==> config.mk <==
export PLATFORM = sky130hd
export DESIGN_NAME = uart_tx_engine
export DESIGN_NICKNAME = d
export VERILOG_FILES = /design/src/rtl/uart_tx_pkg.sv /design/src/rtl/uart_tx_fifo.sv /design/src/rtl/uart_tx_bit_timer.sv /design/src/rtl/uart_tx_framer.sv /design/src/rtl/uart_tx_engine.sv
export SDC_FILE = /design/constraint.sdc
export NUM_CORES = 1
export LEC_CHECK = 0
export BUFFER_PORTS_ARGS = -buffer_cell sky130_fd_sc_hd__buf_2
export CAP_MARGIN = 20
export CELL_PAD_IN_SITES_DETAIL_PLACEMENT = 0
export CELL_PAD_IN_SITES_GLOBAL_PLACEMENT = 1
export CORE_MARGIN = 2
export CORE_UTILIZATION = 48
export DETAILED_ROUTE_END_ITERATION = 8
export HOLD_SLACK_MARGIN = 0.12
export PLACE_DENSITY_LB_ADDON = 0.1
export SYNTH_ARGS = -nofsm -noshare
export SYNTH_HDL_FRONTEND = slang
export SYNTH_SLANG_ARGS = --single-unit
export TNS_END_PERCENT = 100
==> constraint.sdc <==
create_clock -name clk -period 3.2 [get_ports clk]
set_clock_uncertainty 0.05 [all_clocks]
set_input_delay 0.48 -clock clk [delete_from_list [all_inputs] [get_ports clk]]
set_output_delay 0.48 -clock clk [all_outputs]
set_load 0.1 [all_outputs]
==> src/rtl/uart_tx_pkg.sv <==
package uart_tx_pkg;

    localparam int CHAR_W = 8;

    typedef enum logic [2:0] {
        ST_IDLE,
        ST_START,
        ST_DATA,
        ST_PARITY,
        ST_STOP
    } tx_state_e;

    typedef struct packed {
        logic       two_stop;
        logic       par_odd;
        logic       par_en;
        logic [1:0] len_code;
    } line_cfg_t;

endpackage

==> src/rtl/uart_tx_fifo.sv <==
module uart_tx_fifo #(
    parameter int DW    = 8,
    parameter int DEPTH = 16
) (
    input  logic          clk,
    input  logic          rst_n,
    input  logic          push,
    input  logic [DW-1:0] push_data,
    input  logic          pop,
    output logic [DW-1:0] head,
    output logic          full,
    output logic          empty
);
    localparam int AW = $clog2(DEPTH);
    localparam int CW = AW + 1;

    logic [DW-1:0] mem [DEPTH];
    logic [AW-1:0] wr_ptr, rd_ptr;
    logic [CW-1:0] count;
    logic          do_push, do_pop;

    assign full    = (count == CW'(DEPTH));
    assign empty   = (count == '0);
    assign do_push = push && !full;
    assign do_pop  = pop && !empty;
    assign head    = mem[rd_ptr];

    always_ff @(posedge clk) begin
        if (do_push) mem[wr_ptr] <= push_data;
    end

    always_ff @(posedge clk or negedge rst_n) begin
        if (!rst_n) begin
            wr_ptr <= '0;
            rd_ptr <= '0;
            count  <= '0;
        end else begin
            if (do_push) wr_ptr <= (wr_ptr == AW'(DEPTH-1)) ? '0 : wr_ptr + 1'b1;
            if (do_pop)  rd_ptr <= (rd_ptr == AW'(DEPTH-1)) ? '0 : rd_ptr + 1'b1;
            if (do_push && !do_pop)      count <= count + 1'b1;
            else if (do_pop && !do_push) count <= count - 1'b1;
        end
    end
endmodule

==> src/rtl/uart_tx_bit_timer.sv <==
module uart_tx_bit_timer #(
    parameter int OS_SLOW = 16,
    parameter int OS_FAST = 8
) (
    input  logic clk,
    input  logic rst_n,
    input  logic run,
    input  logic fast,
    input  logic baud_tick,
    output logic bit_done
);
    localparam int CW = $clog2(OS_SLOW);

    logic [CW-1:0] cnt;
    logic [CW-1:0] last;

    assign last     = fast ? CW'(OS_FAST - 1) : CW'(OS_SLOW - 1);
    assign bit_done = run && baud_tick && (cnt == last);

    always_ff @(posedge clk or negedge rst_n) begin
        if (!rst_n)         cnt <= '0;
        else if (!run)      cnt <= '0;
        else if (baud_tick) cnt <= bit_done ? '0 : cnt + 1'b1;
    end
endmodule

==> src/rtl/uart_tx_framer.sv <==
module uart_tx_framer
    import uart_tx_pkg::*;
(
    input  logic              clk,
    input  logic              rst_n,
    input  logic              enable,
    input  line_cfg_t         cfg_in,
    input  logic              fast_in,
    input  logic              fifo_empty,
    input  logic [CHAR_W-1:0] fifo_data,
    input  logic              bit_done,
    output logic              pop,
    output logic              active,
    output logic              fast_q,
    output logic              tx
);
    localparam int IW = $clog2(CHAR_W);

    tx_state_e         state, state_n;
    line_cfg_t         cfg_q;
    logic [CHAR_W-1:0] shreg;
    logic [IW-1:0]     bit_idx;
    logic              stop_idx;
    logic              par_q;

    logic              can_load, data_last, last_stop, par_new;
    logic [CHAR_W-1:0] char_mask;

    assign can_load  = enable && !fifo_empty;
    assign data_last = ({1'b0, bit_idx} == (4'(cfg_q.len_code) + 4'd4));
    assign last_stop = !cfg_q.two_stop || stop_idx;
    assign char_mask = {CHAR_W{1'b1}} >> (2'd3 - cfg_in.len_code);
    assign par_new   = (^(fifo_data & char_mask)) ^ cfg_in.par_odd;
    assign active    = (state != ST_IDLE);

    // next state and FIFO pop
    always_comb begin
        state_n = state;
        pop     = 1'b0;
        unique case (state)
            ST_IDLE: begin
                if (can_load) begin
                    state_n = ST_START;
                    pop     = 1'b1;
                end
            end
            ST_START:  if (bit_done) state_n = ST_DATA;
            ST_DATA: begin
                if (bit_done && data_last)
                    state_n = cfg_q.par_en ? ST_PARITY : ST_STOP;
            end
            ST_PARITY: if (bit_done) state_n = ST_STOP;
            ST_STOP: begin
                if (bit_done && last_stop) begin
                    if (can_load) begin
                        state_n = ST_START;
                        pop     = 1'b1;
                    end else begin
                        state_n = ST_IDLE;
                    end
                end
            end
            default: state_n = ST_IDLE;
        endcase
    end

    // state register
    always_ff @(posedge clk or negedge rst_n) begin
        if (!rst_n) state <= ST_IDLE;
        else        state <= state_n;
    end

    // character datapath
    always_ff @(posedge clk or negedge rst_n) begin
        if (!rst_n) begin
            cfg_q    <= '0;
            fast_q   <= 1'b0;
            shreg    <= '0;
            bit_idx  <= '0;
            stop_idx <= 1'b0;
            par_q    <= 1'b0;
        end else if (pop) begin
            cfg_q    <= cfg_in;
            fast_q   <= fast_in;
            shreg    <= fifo_data;
            bit_idx  <= '0;
            stop_idx <= 1'b0;
            par_q    <= par_new;
        end else if (bit_done) begin
            if (state == ST_DATA) begin
                shreg   <= shreg >> 1;
                bit_idx <= bit_idx + 1'b1;
            end
            if (state == ST_STOP && !last_stop) stop_idx <= 1'b1;
        end
    end

    // line output
    always_comb begin
        unique case (state)
            ST_IDLE:   tx = 1'b1;
            ST_START:  tx = 1'b0;
            ST_DATA:   tx = shreg[0];
            ST_PARITY: tx = par_q;
            ST_STOP:   tx = 1'b1;
            default:   tx = 1'b1;
        endcase
    end
endmodule

==> src/rtl/uart_tx_engine.sv <==
module uart_tx_engine
    import uart_tx_pkg::*;
#(
    parameter int FIFO_DEPTH = 16,
    parameter int OS_SLOW    = 16,
    parameter int OS_FAST    = 8
) (
    input  logic              clk,
    input  logic              rst_n,
    input  logic              enable,
    input  logic              fast_mode,
    input  logic [4:0]        line_cfg,
    input  logic              baud_tick,
    input  logic              wr_en,
    input  logic [CHAR_W-1:0] wr_data,
    output logic              tx,
    output logic              busy,
    output logic              fifo_full,
    output logic              fifo_empty
);
    logic              pop, active, fast_q, bit_done;
    logic [CHAR_W-1:0] head;

    uart_tx_fifo #(.DW(CHAR_W), .DEPTH(FIFO_DEPTH)) u_fifo (
        .clk       (clk),
        .rst_n     (rst_n),
        .push      (wr_en),
        .push_data (wr_data),
        .pop       (pop),
        .head      (head),
        .full      (fifo_full),
        .empty     (fifo_empty)
    );

    uart_tx_bit_timer #(.OS_SLOW(OS_SLOW), .OS_FAST(OS_FAST)) u_timer (
        .clk       (clk),
        .rst_n     (rst_n),
        .run       (active),
        .fast      (fast_q),
        .baud_tick (baud_tick),
        .bit_done  (bit_done)
    );

    uart_tx_framer u_framer (
        .clk        (clk),
        .rst_n      (rst_n),
        .enable     (enable),
        .cfg_in     (line_cfg_t'(line_cfg)),
        .fast_in    (fast_mode),
        .fifo_empty (fifo_empty),
        .fifo_data  (head),
        .bit_done   (bit_done),
        .pop        (pop),
        .active     (active),
        .fast_q     (fast_q),
        .tx         (tx)
    );

    assign busy = active || !fifo_empty;
endmodule

==> metrics.json <==
{
  "status": {"value": "completed"},
  "synth_area_per_cell": {"value": 15.81, "unit": "sq um"},
  "design.die.area": {"value": 15640, "unit": "sq um"},
  "power_leakage": {"value": 3.020, "unit": "nW"},
  "max_slew_margin": {"value": 41.13, "unit": "%"},
  "ys_ff_latch": {"value": 166},
  "clkSinkCount": {"value": 166},
  "timing.reg2reg.worst_path_depth": {"value": 14},
  "grt.total_usage": {"value": 20.47, "unit": "%"},
  "drt_first_pass_iters": {"value": 5},
  "drt-vias-per-instance": {"value": 5.678},
  "synth_sequential_area_ratio": {"value": 68.16, "unit": "%"},
  "first_global_vias": {"value": 4023},
  "synthAdderAreaFrac": {"value": 2.241, "unit": "%"},
  "postCtsResizedCells": {"value": 0},
  "start_util": {"value": 48.77, "unit": "%"},
  "antenna_diode_count": {"value": 0},
  "worstSetupStartpointType": {"value": "flip-flop"},
  "post_cts_buffers": {"value": 0},
  "synth.area.top_cells": {"value": "sky130_fd_sc_hd__edfxtp_1, sky130_fd_sc_hd__dfrtp_1, sky130_fd_sc_hd__mux4_2, sky130_fd_sc_hd__mux4_1, sky130_fd_sc_hd__nand2_1"},
  "antenna_violations_before_repair": {"value": 0},
  "chipHeight": {"value": 125.1, "unit": "microns"},
  "synth_simple_gate_area_share": {"value": 7.951, "unit": "%"},
  "dominantRegCellSynth": {"value": "sky130_fd_sc_hd__edfxtp_1"},
  "synth_top_area_share": {"value": 54.64, "unit": "%"},
  "setup_viol_count_final": {"value": 0},
  "finalNetCount": {"value": 521},
  "drtAntennaViolNets": {"value": 0},
  "synth-warning-count": {"value": 0},
  "drc": {"value": 0},
  "nFillCells": {"value": 1137},
  "place_ws": {"value": 0.4394, "unit": "ns"},
  "numCtsBuffers": {"value": 17},
  "crit_arrival": {"value": 3.04, "unit": "ns"},
  "dp.cells": {"value": 655},
  "finalCriticalPeriod": {"value": 2.780, "unit": "ns"},
  "timing.setup.tns": {"value": 0, "unit": "ns"},
  "clock_tree.buffer_depth": {"value": 2},
  "num_rows": {"value": 44},
  "yosys.cell_count.top_type": {"value": "sky130_fd_sc_hd__edfxtp_1"},
  "synth_compound_area_share": {"value": 5.176, "unit": "%"},
  "max_freq": {"value": 359.7, "unit": "MHz"},
  "place.port_buffers": {"value": 22},
  "slew_violations": {"value": 0},
  "drive_above_1_share": {"value": 22.86, "unit": "%"},
  "cell_variety_after_synth": {"value": 48},
  "post_synthesis_async_set_or_reset_flop_share": {"value": 22.89, "unit": "%"},
  "synth_area": {"value": 7034, "unit": "sq um"},
  "worst-endpoint-required": {"value": 3.46, "unit": "ns"},
  "synth_edf_count": {"value": 128},
  "worst_path_max_fanout": {"value": 4},
  "wire_per_inst": {"value": 21.47, "unit": "microns"},
  "core": {"value": 14420, "unit": "sq um"},
  "cts-htree-levels": {"value": 4},
  "crit-reg2reg-launch": {"value": "u_fifo.count[0]"},
  "detailedRoute.firstIterationViolations": {"value": 383},
  "worst_setup_path_end_kind": {"value": "flip-flop"},
  "syn_inst": {"value": 445},
  "root_buffer": {"value": "sky130_fd_sc_hd__clkbuf_16"},
  "die-width": {"value": 125.1, "unit": "microns"},
  "drt_wl_total": {"value": 14750, "unit": "microns"},
  "routed-via-count": {"value": 3901},
  "gp_congestion": {"value": 0.7801},
  "yosys-top-cells-count": {"value": "sky130_fd_sc_hd__edfxtp_1, sky130_fd_sc_hd__nand2_1, sky130_fd_sc_hd__dfrtp_1"},
  "synth_top_family_by_area": {"value": "multiplexers"},
  "fin_ws": {"value": 0.4198, "unit": "ns"},
  "synth-xor-area-share": {"value": 2.793, "unit": "%"},
  "power_per_cell_area": {"value": 964.4, "unit": "nW/um^2"},
  "count_of_placed_standard_cells_in_the_final_layout_fillers_left_out": {"value": 687},
  "grt_setup_unrepaired": {"value": "false"},
  "final_hold_viols": {"value": 0},
  "grt_remaining_overflow": {"value": 0},
  "multiplexer_share_of_the_synthesized_area": {"value": 11.65, "unit": "%"},
  "cts_tree": {"value": "yes"},
  "maxCapViolCount": {"value": 0},
  "mappedNetlistNets": {"value": 476},
  "timing_worst_setup_path_type": {"value": "reg2reg"},
  "timing.reg2reg.setup_slack": {"value": 0.42, "unit": "ns"},
  "power.ir.vdd_worst": {"value": 0.0004732, "unit": "V"},
  "areaGrowthSynthToFinish": {"value": 16.36, "unit": "%"},
  "clock_insertion_delay_worst_skew": {"value": 0.43, "unit": "ns"},
  "post-synth-top-area-cell": {"value": "sky130_fd_sc_hd__edfxtp_1"},
  "grt_max_degree": {"value": 39},
  "finalPower": {"value": 0.007894, "unit": "W"},
  "reg2reg_to": {"value": "u_fifo.count[4]"},
  "cts_hold_repair.buffers": {"value": 0},
  "hold_path_class": {"value": "in2async"},
  "grt_pass1_wl": {"value": 23600, "unit": "microns"},
  "clkSlewWorstSetupHoldPaths": {"value": 0.07, "unit": "ns"},
  "final_core_utilization": {"value": 56.75, "unit": "%"},
  "min_period_over_period": {"value": 86.88, "unit": "%"},
  "dp_hpwl": {"value": 9458, "unit": "microns"},
  "io_pins": {"value": 23},
  "max_slew.worst_pin.slew": {"value": 0.8831, "unit": "ns"}
}
[per-layer routing]
layer / track usage [%] / wire, microns / vias up
met5: 0 / 0 / -
met4: 5.229 / 217 / 0
met3: 6.718 / 934 / 14
met2: 30.47 / 6956 / 104
met1: 29.59 / 6639 / 1989
li1: - / - / 1794
[power breakdown]
part / leakage [nW] / internal (W) / total [W] / switching, W
registers: 1.62 / 0.00269 / 0.00298 / 0.000290
logic: 1.08 / 0.00126 / 0.00268 / 0.00141
clock network: 0.315 / 0.00139 / 0.00224 / 0.000846
total: 3.02 / 0.00534 / 0.00789 / 0.00255
[cell type report]
type	instances	area (sq um)	area share, %
timing repair buffer	47	322.8	3.944
multi-input combinational	249	2145	26.20
clock inverter	15	225.2	2.751
clock buffer	17	425.4	5.197
inverter	9	41.29	0.5044
tap	184	230.2	2.813
sequential	166	4796	58.59
[sequential cells by signal, indices dropped and copies added, names as in the netlist]
| name | count |
|---|---|
| u_fifo.mem | 128 |
| u_framer.shreg | 8 |
| u_fifo.count | 5 |
| u_fifo.rd_ptr | 4 |
| u_fifo.wr_ptr | 4 |
| u_framer.cfg_q | 4 |
| u_timer.cnt | 4 |
| u_framer.bit_idx | 3 |
| u_framer.state | 3 |
| u_framer.fast_q | 1 |
| u_framer.par_q | 1 |
| u_framer.stop_idx | 1 |
[worst max path at each step]
stage | startpoint | endpoint
6_report | u_fifo.count[0] | u_fifo.count[4]
5_1_grt | u_fifo.count[0] | u_fifo.count[4]
4_1_cts | u_fifo.count[0] | u_fifo.count[4]
3_5_place_dp | u_fifo.count[0] | u_fifo.count[4]
3_3_place_gp | u_fifo.count[0] | u_fifo.count[4]
2_1_floorplan | u_fifo.count[0] | u_fifo.count[4]
[cells by family (layout without fill, tap and decap cells)]
logic type / Yosys count / after routing
AND/OR/NAND/NOR: 126 / 126
flip-flops: 166 / 166
AO/OA/AOI/OAI: 55 / 55
adder cells (fa/ha/maj): 12 / 12
buffers and inverters: 30 / 88
XOR/XNOR: 20 / 20
multiplexers: 36 / 36
[worst max-delay path, stage by stage (launching register included)]
cell and delay (ns):
sky130_fd_sc_hd__dfrtp_1 0.45, sky130_fd_sc_hd__nor4_2 0.33, sky130_fd_sc_hd__nor2b_4 0.21, sky130_fd_sc_hd__nand2b_4 0.13, sky130_fd_sc_hd__nor3_2 0.05, sky130_fd_sc_hd__and2_4 0.18, sky130_fd_sc_hd__clkinv_4 0.05, sky130_fd_sc_hd__ha_4 0.14
sky130_fd_sc_hd__inv_4 0.05, sky130_fd_sc_hd__fa_2 0.36, sky130_fd_sc_hd__a21o_1 0.20, sky130_fd_sc_hd__a21oi_2 0.13, sky130_fd_sc_hd__xnor2_1 0.12, sky130_fd_sc_hd__nor2_1 0.07, sky130_fd_sc_hd__xor2_1 0.13
[metrics by stage]
stage / hold slack, ns / instance area (sq um)
detailed placement: 0.4179 / 7535
floorplan: 0.1344 / 7097
global route: 0.1762 / 8185
finish: 0.1175 / 8185
global placement: 0.4227 / 7535
CTS: 0.1624 / 8185
[layout by cell type (no fill, tap or decap), types with 4 or more instances in the layout]
cell type	netlist	final
sky130_fd_sc_hd__bufinv_16	0	5
sky130_fd_sc_hd__buf_2	2	22
sky130_fd_sc_hd__inv_1	8	7
sky130_fd_sc_hd__nor2b_1	6	5
sky130_fd_sc_hd__o21ai_0	12	12
sky130_fd_sc_hd__nand3_1	4	4
sky130_fd_sc_hd__buf_4	1	23
sky130_fd_sc_hd__mux4_1	12	12
sky130_fd_sc_hd__nor3_1	8	7
sky130_fd_sc_hd__dfrtp_1	38	37
sky130_fd_sc_hd__edfxtp_1	128	128
sky130_fd_sc_hd__a21oi_1	8	7
sky130_fd_sc_hd__a22oi_1	12	12
sky130_fd_sc_hd__clkbuf_16	0	17
sky130_fd_sc_hd__a31oi_1	7	7
sky130_fd_sc_hd__xnor2_1	12	12
sky130_fd_sc_hd__mux4_2	21	21
sky130_fd_sc_hd__nand2_1	58	58
sky130_fd_sc_hd__a21o_1	4	4
sky130_fd_sc_hd__ha_1	11	10
sky130_fd_sc_hd__xor2_1	6	6
sky130_fd_sc_hd__nor2_1	31	31
Note: power is estimated with default switching activity, not from simulation.
